[config.mk]
export PLATFORM = sky130hd
export DESIGN_NAME = irq_route_window
export DESIGN_NICKNAME = d
export VERILOG_FILES = /design/src/rtl/irw_pkg.sv /design/src/rtl/irw_decode.sv /design/src/rtl/irw_entry.sv /design/src/rtl/irw_rdmux.sv /design/src/rtl/irq_route_window.sv
export SDC_FILE = /design/constraint.sdc
export NUM_CORES = 2
export LEC_CHECK = 0
export BUFFER_PORTS_ARGS = -buffer_cell sky130_fd_sc_hd__buf_4
export CAP_MARGIN = 25
export CORE_AREA = 2 2 639 641
export CTS_CLUSTER_DIAMETER = 80
export DETAILED_ROUTE_END_ITERATION = 8
export DIE_AREA = 0 0 641 643
export PLACE_DENSITY = 0.38
export SYNTH_ARGS = -nofsm -noshare
export SYNTH_HDL_FRONTEND = slang
export SYNTH_HIERARCHICAL = 1
export SYNTH_SLANG_ARGS = --single-unit
[constraint.sdc]
create_clock -name clk -period 3.2 [get_ports clk]
set_clock_uncertainty 0.1 [all_clocks]
set_input_delay 0 -clock clk [delete_from_list [all_inputs] [get_ports clk]]
set_output_delay 0 -clock clk [all_outputs]
set_load 0.005 [all_outputs]
[src/rtl/irw_pkg.sv]
package irw_pkg;

  localparam int ENT_W    = 64;
  localparam int B_DSTAT  = 12;
  localparam int B_RIRR   = 14;
  localparam int B_TRIG   = 15;
  localparam int B_MASK   = 16;

  localparam logic [ENT_W-1:0] RO_MASK     = (64'd1 << B_DSTAT) | (64'd1 << B_RIRR);
  localparam logic [ENT_W-1:0] RESET_ENTRY = 64'd1 << B_MASK;

  localparam logic [7:0] OFF_SEL = 8'h00;
  localparam logic [7:0] OFF_WIN = 8'h10;
  localparam logic [7:0] OFF_EOI = 8'h40;

  localparam logic [7:0] IX_ID  = 8'h00;
  localparam logic [7:0] IX_VER = 8'h01;
  localparam logic [7:0] IX_ARB = 8'h02;
  localparam logic [7:0] IX_TBL = 8'h10;

  typedef enum logic [2:0] {
    TGT_NONE,
    TGT_ID,
    TGT_VER,
    TGT_ARB,
    TGT_TBL
  } win_tgt_e;

  typedef struct packed {
    logic sel_wr;
    logic sel_rd;
    logic win_wr;
    logic win_rd;
    logic eoi_wr;
  } acc_t;

  function automatic logic [ENT_W-1:0] merge_half(
    input logic [ENT_W-1:0] cur,
    input logic [31:0]      wdata,
    input logic             hi
  );
    logic [ENT_W-1:0] m;
    m = hi ? {wdata, cur[31:0]} : {cur[63:32], wdata};
    return (m & ~RO_MASK) | (cur & RO_MASK);
  endfunction

  function automatic logic [31:0] version_word(input logic [7:0] ver, input int pins);
    logic [7:0] top;
    top = 8'(pins - 1);
    return {8'h00, top, 8'h00, ver};
  endfunction

  function automatic logic [31:0] id_word(input logic [3:0] id);
    return {4'h0, id, 24'h000000};
  endfunction

endpackage

[src/rtl/irw_decode.sv]
module irw_decode
  import irw_pkg::*;
#(
  parameter int NUM_PINS = 24,
  parameter int IDX_W    = 5
) (
  input  logic [7:0]       addr,
  input  logic             wr,
  input  logic             rd,
  input  logic [2:0]       size,
  input  logic [7:0]       sel,
  output acc_t             acc,
  output win_tgt_e         tgt,
  output logic [IDX_W-1:0] idx,
  output logic             hi
);
  logic       word;
  logic [7:0] off;
  logic [7:0] raw;

  assign word = (size == 3'd4);
  assign off  = sel - IX_TBL;
  assign raw  = {1'b0, off[7:1]};
  assign idx  = raw[IDX_W-1:0];
  assign hi   = sel[0];

  always_comb begin
    acc.sel_wr = wr && (addr == OFF_SEL);
    acc.sel_rd = rd && (addr == OFF_SEL);
    acc.win_wr = wr && (addr == OFF_WIN) && word;
    acc.win_rd = rd && (addr == OFF_WIN) && word;
    acc.eoi_wr = wr && (addr == OFF_EOI) && word;
  end

  always_comb begin
    unique case (sel)
      IX_ID:   tgt = TGT_ID;
      IX_VER:  tgt = TGT_VER;
      IX_ARB:  tgt = TGT_ARB;
      default: tgt = ((sel >= IX_TBL) && (raw < 8'(NUM_PINS))) ? TGT_TBL : TGT_NONE;
    endcase
  end
endmodule

[src/rtl/irw_entry.sv]
module irw_entry
  import irw_pkg::*;
(
  input  logic             clk,
  input  logic             rst_n,
  input  logic             wr_en,
  input  logic             wr_hi,
  input  logic [31:0]      wdata,
  input  logic             eoi_en,
  input  logic [7:0]       eoi_vec,
  input  logic             rirr_set,
  output logic [ENT_W-1:0] entry_q
);
  logic [ENT_W-1:0] nxt;
  logic             eoi_hit;

  assign eoi_hit = eoi_en && entry_q[B_RIRR] && (entry_q[7:0] == eoi_vec);

  always_comb begin
    nxt = entry_q;
    if (wr_en)                  nxt = merge_half(entry_q, wdata, wr_hi);
    if (eoi_hit)                nxt[B_RIRR] = 1'b0;
    if (rirr_set && nxt[B_TRIG]) nxt[B_RIRR] = 1'b1;
    if (!nxt[B_TRIG])           nxt[B_RIRR] = 1'b0;
  end

  always_ff @(posedge clk or negedge rst_n) begin
    if (!rst_n) entry_q <= RESET_ENTRY;
    else        entry_q <= nxt;
  end

  // an edge entry never holds remote-IRR
  a_r7_edge_no_rirr: assert property (@(posedge clk) disable iff (!rst_n)
    !entry_q[B_TRIG] |-> !entry_q[B_RIRR]);

  // delivery status survives a write
  a_r6_dstat_kept: assert property (@(posedge clk) disable iff (!rst_n)
    wr_en |=> entry_q[B_DSTAT] == $past(entry_q[B_DSTAT]));

  // a matching end-of-interrupt clears remote-IRR
  a_r9_eoi_clears: assert property (@(posedge clk) disable iff (!rst_n)
    (eoi_hit && !wr_en && !rirr_set) |=> !entry_q[B_RIRR]);
endmodule

[src/rtl/irw_rdmux.sv]
module irw_rdmux
  import irw_pkg::*;
#(
  parameter int         NUM_PINS = 24,
  parameter int         IDX_W    = 5,
  parameter logic [7:0] VERSION  = 8'h20
) (
  input  acc_t                      acc,
  input  win_tgt_e                  tgt,
  input  logic [IDX_W-1:0]          idx,
  input  logic                      hi,
  input  logic [7:0]                sel,
  input  logic [3:0]                id,
  input  logic [NUM_PINS*ENT_W-1:0] tbl,
  output logic [31:0]               rdata_d
);
  logic [ENT_W-1:0] ent;

  assign ent = tbl[idx*ENT_W +: ENT_W];

  always_comb begin
    rdata_d = 32'h0;
    if (acc.sel_rd) begin
      rdata_d = {24'h0, sel};
    end else if (acc.win_rd) begin
      unique case (tgt)
        TGT_ID, TGT_ARB: rdata_d = id_word(id);
        TGT_VER:         rdata_d = version_word(VERSION, NUM_PINS);
        TGT_TBL:         rdata_d = hi ? ent[63:32] : ent[31:0];
        default:         rdata_d = 32'h0;
      endcase
    end
  end
endmodule

[src/rtl/irq_route_window.sv]
module irq_route_window
  import irw_pkg::*;
#(
  parameter int         NUM_PINS = 24,
  parameter logic [7:0] VERSION  = 8'h20,
  parameter int         ADDR_W   = 12
) (
  input  logic                      clk,
  input  logic                      rst_n,
  input  logic [ADDR_W-1:0]         bus_addr,
  input  logic                      bus_wr,
  input  logic                      bus_rd,
  input  logic [2:0]                bus_size,
  input  logic [31:0]               bus_wdata,
  output logic [31:0]               bus_rdata,
  output logic                      bus_rvalid,
  input  logic [NUM_PINS-1:0]       rirr_set,
  output logic [NUM_PINS*64-1:0]    rte_flat,
  output logic                      eoi_valid,
  output logic [7:0]                eoi_vector,
  output logic                      svc_req
);
  localparam int IDX_W  = (NUM_PINS > 1) ? $clog2(NUM_PINS) : 1;
  localparam bit EOI_EN = (VERSION == 8'h20);

  initial begin
    a_r9_version_legal: assert (VERSION == 8'h11 || VERSION == 8'h20);
  end

  logic [7:0]       sel_q;
  logic [3:0]       id_q;
  acc_t             acc;
  win_tgt_e         tgt;
  logic [IDX_W-1:0] idx;
  logic             hi;
  logic [31:0]      rdata_d;

  // named internal events
  logic tbl_wr_any;
  logic id_wr;
  logic eoi_fire;

  assign tbl_wr_any = acc.win_wr && (tgt == TGT_TBL);
  assign id_wr      = acc.win_wr && (tgt == TGT_ID);
  assign eoi_fire   = acc.eoi_wr && EOI_EN;

  irw_decode #(.NUM_PINS(NUM_PINS), .IDX_W(IDX_W)) u_dec (
    .addr (bus_addr[7:0]),
    .wr   (bus_wr),
    .rd   (bus_rd),
    .size (bus_size),
    .sel  (sel_q),
    .acc  (acc),
    .tgt  (tgt),
    .idx  (idx),
    .hi   (hi)
  );

  for (genvar g = 0; g < NUM_PINS; g++) begin : g_ent
    logic we;
    assign we = tbl_wr_any && (idx == IDX_W'(g));
    irw_entry u_ent (
      .clk      (clk),
      .rst_n    (rst_n),
      .wr_en    (we),
      .wr_hi    (hi),
      .wdata    (bus_wdata),
      .eoi_en   (eoi_fire),
      .eoi_vec  (bus_wdata[7:0]),
      .rirr_set (rirr_set[g]),
      .entry_q  (rte_flat[g*64 +: 64])
    );
  end

  irw_rdmux #(.NUM_PINS(NUM_PINS), .IDX_W(IDX_W), .VERSION(VERSION)) u_rd (
    .acc     (acc),
    .tgt     (tgt),
    .idx     (idx),
    .hi      (hi),
    .sel     (sel_q),
    .id      (id_q),
    .tbl     (rte_flat),
    .rdata_d (rdata_d)
  );

  always_ff @(posedge clk or negedge rst_n) begin
    if (!rst_n) begin
      sel_q      <= '0;
      id_q       <= '0;
      bus_rdata  <= '0;
      bus_rvalid <= 1'b0;
      eoi_valid  <= 1'b0;
      eoi_vector <= '0;
      svc_req    <= 1'b0;
    end else begin
      if (acc.sel_wr) sel_q <= bus_wdata[7:0];
      if (id_wr)      id_q  <= bus_wdata[27:24];
      bus_rvalid <= bus_rd;
      if (bus_rd) bus_rdata <= rdata_d;
      eoi_valid <= eoi_fire;
      if (eoi_fire) eoi_vector <= bus_wdata[7:0];
      svc_req <= tbl_wr_any;
    end
  end

  a_r1_rvalid_follows: assert property (@(posedge clk) disable iff (!rst_n)
    bus_rd |=> bus_rvalid);

  a_r2_narrow_win_zero: assert property (@(posedge clk) disable iff (!rst_n)
    (bus_rd && bus_addr[7:0] == OFF_WIN && bus_size != 3'd4) |=> bus_rdata == 32'h0);

  a_r8_svc_after_write: assert property (@(posedge clk) disable iff (!rst_n)
    tbl_wr_any |=> svc_req);

  a_r8_svc_only_write: assert property (@(posedge clk) disable iff (!rst_n)
    svc_req |-> $past(tbl_wr_any));

  a_r9_eoi_source: assert property (@(posedge clk) disable iff (!rst_n)
    eoi_valid |-> $past(bus_wr && bus_addr[7:0] == OFF_EOI && bus_size == 3'd4));

  a_r5_id_stable: assert property (@(posedge clk) disable iff (!rst_n)
    !id_wr |=> $stable(id_q));
endmodule

==> impl_metrics.ini <==
[route]
totalWireLength_um = 509000
drtIter0Drc = 4191
via_per_inst = 4.50
vias = 56600
ant_nets = 0
remaining_drc_errors = 0
drt_first_pass_iters = 6
wl_per_cell_um = 40.5

[final_layout]
nNetsFinal = 7038
multiInputGateArea_um2 = 33200
fin_util_pct = 26.6
area_delta_synth_final_pct = 45.5
regArea_um2 = 39300
fillCellCount = 42200
drive_above_1_share_pct = 66.1

[logic_synthesis]
synth_seq_area_share_pct = 53.0
ys_top_cells_by_area = dfrtp_1, mux2_2, mux4_2
synth_top_area_share_pct = 52.2
synth.top_cells.by_count = mux2_2, dfrtp_1, mux4_2, buf_4, mux2i_1
async_flop_share_pct = 100
synthMuxAreaShare_pct = 36.5
synth-compound-area-share_pct = 2.22
synth_warnings = 6
synth_ff_type = dfrtp_1
synth_fa_ha_area_share_pct = 0.0338
synth_edf_count = 0
syn_area_per_cell_um2 = 15.8
netlist_instances = 4683
yosys.area_share.simple_pct = 2.62
synth-xor-area-share_pct = 2.28
synth_nets = 4760
ys_types = 70
yosysMostFrequentCell = mux2_2
synth.cell_area_um2 = 74000
synth_top_area_cell = dfrtp_1
yosys_register_bits = 1567
synth_top_family_by_area = multiplexers

[placed_design]
dp_slack_ns = -0.689
portBuffers = 1625
gp_congestion = 0.871
post-dp-hpwl_um = 393000

[setup_path]
rr_endpoint = bus_rdata[20]$_DFFE_PN0P_
r2r-start = sel_q[1]$_DFFE_PN0P_
cp-start-kind = flop
r2r_cells = 9
cp_max_fo = 7
r2r_slack_ns = 0.009
cp.required_ns = 3.86
worstSetupPathType = reg -> reg
startpoint = sel_q[1]$_DFFE_PN0P_
setup.worst_path.end = bus_rdata[20]$_DFFE_PN0P_
cp-end-kind = flop
worstPathArrival_ns = 3.85

[cts]
cts_sinks = 1567
htree_levels = 4
cts_buffers = 214
cts_root_buf = clkbuf_16
cts_tree = built
clkTransAtPathRegs_ns = 0.06
clock_latency_ns = 0.95
max-clock-path-buffers = 4

[floorplan]
die-area_um2 = 412000
core_um2 = 405000
die_height_um = 643
pin_count = 1654
die_w_um = 641
initial_core_util_pct = 18.3
num_rows = 234

[global_route]
grt_pass1_vias = 58300
globalRouteOverflowTotal = 0
antenna_found_initial = 44
grt_pass1_wl_um = 649000
grt_max_degree = 95
grt_usage_pct = 23.8

[timing]
final-hold-violation-count = 0
min_period_over_period_pct = 99.7
worst_pin_slew_ns = 1.08
layout_min_cycle_time_ns = 3.19
fmax_ghz = 0.313
hold_ws_ns = 0.120
rsz0062_at_grt = yes
tns_ns = 0
final_max_slew_viol_count = 0
setup_viol = 0
relSlewSlack_pct = 27.8
timing.final.ws_setup_ns = 0.00915

[power]
power_mw = 47.7
vdd_drop_max_mv = 0.435
p_leak_nw = 52.1
power.density_nw_per_um2 = 443

[run_status]
status = complete, no violations

[run]
max-cap-violations = 0

[hold_path]
hold_path.class = in -> reg
worstHoldStart = bus_wdata[6]
## sequential cells by signal, indices dropped and copies added, names as in the netlist
register	count
bus_rdata	32
bus_rvalid	1
eoi_valid	1
eoi_vector	8
g_ent.u_ent/entry_q	1512
id_q	4
sel_q	8
svc_req	1
## routing by layer
metal | track usage, % | vias up | share of wire [%]
li1 | - | 22400 | -
met1 | 29.3 | 31500 | 40
met4 | 8.97 | 10 | 4.6
met5 | 0 | - | 0.014
met3 | 5.71 | 547 | 6.9
met2 | 40.1 | 2161 | 48
## layout by cell type, fill, tap and decap left out, types with 27 or more instances in the layout
| master | count |
|---|---|
| o21ai_0 | 49 |
| nor3_1 | 36 |
| clkbuf_8 | 53 |
| clkbuf_1 | 47 |
| clkinv_2 | 29 |
| nand2_1 | 27 |
| dfrtp_1 | 1539 |
| mux2i_1 | 86 |
| buf_12 | 184 |
| xor2_1 | 96 |
| clkbuf_16 | 223 |
| a21oi_1 | 47 |
| mux2_2 | 1541 |
| xnor2_1 | 96 |
| buf_4 | 2035 |
| dlygate4sd3_1 | 108 |
| mux4_2 | 380 |
## cell type report
cell class | count | area share (%)
inverter | 6 | 0.0314
timing repair buffer | 2382 | 19.6
clock buffer | 314 | 5.81
tap | 5428 | 6.31
antenna | 19 | 0.0442
clock inverter | 80 | 0.852
sequential | 1567 | 36.5
multi-input combinational | 2790 | 30.9
## worst min path at each step
stage / depth (start not counted) / to / slack, ns
2_1_floorplan: 0 / bus_rdata[0]$_DFFE_PN0P_ / -0.40
3_3_place_gp: 1 / g_ent[15].u_ent/entry_q[41]$_DFFE_PN0P_ / -0.06
3_5_place_dp: 1 / g_ent[15].u_ent/entry_q[41]$_DFFE_PN0P_ / -0.05
4_1_cts: 9 / svc_req$_DFF_PN0_ / 0.03
5_1_grt: 3 / g_ent[9].u_ent/entry_q[6]$_DFFE_PN0P_ / 0.07
6_report: 3 / g_ent[9].u_ent/entry_q[6]$_DFFE_PN0P_ / 0.12
## per-stage QoR
step,cells,cell area [µm²]
2_1_floorplan,4683,74000
3_3_place_gp,12000,97800
3_5_place_dp,12000,97800
4_1_cts,12500,107000
5_1_grt,12600,108000
6_report,12600,108000
## cell families after synthesis
group                    count (synthesis)
multiplexers                          2028
flip-flops                            1567
AO/OA/AOI/OAI                          246
buffers and inverters                  327
other                                   24
adder cells (fa/ha/maj)                  2
XOR/XNOR                               193
AND/OR/NAND/NOR                        296
## timing repair
| item | in CTS | in global routing |
|---|---|---|
| cloned | 7 | 9 |
| hold endpoints to repair | 3034 | 0 |
| buffers inserted | 19 | 20 |
| setup endpoints to repair | 199 | 716 |
| pin swaps | 4 | 15 |
| gates resized for setup | 71 | 76 |
| hold buffers | 109 | 0 |
## worst max-delay path: stages, from the launching register on
cell and delay (ns):
dfrtp_4 0.50, buf_16 0.23, buf_12 0.15, mux4_1 0.57, mux4_2 0.60, nor2_4 0.14
a2111oi_4 0.06, buf_4 0.15, a211o_1 0.26, mux2_4 0.25
## report_power, final
group | internal [mW] | total (mW) | switching, mW
combinational | 0.881 | 2.96 | 2.08
clock | 14.5 | 24.9 | 10.3
sequential | 19.8 | 19.8 | 0.0113
total | 35.2 | 47.7 | 12.4
(Power assumes the default switching activity.)
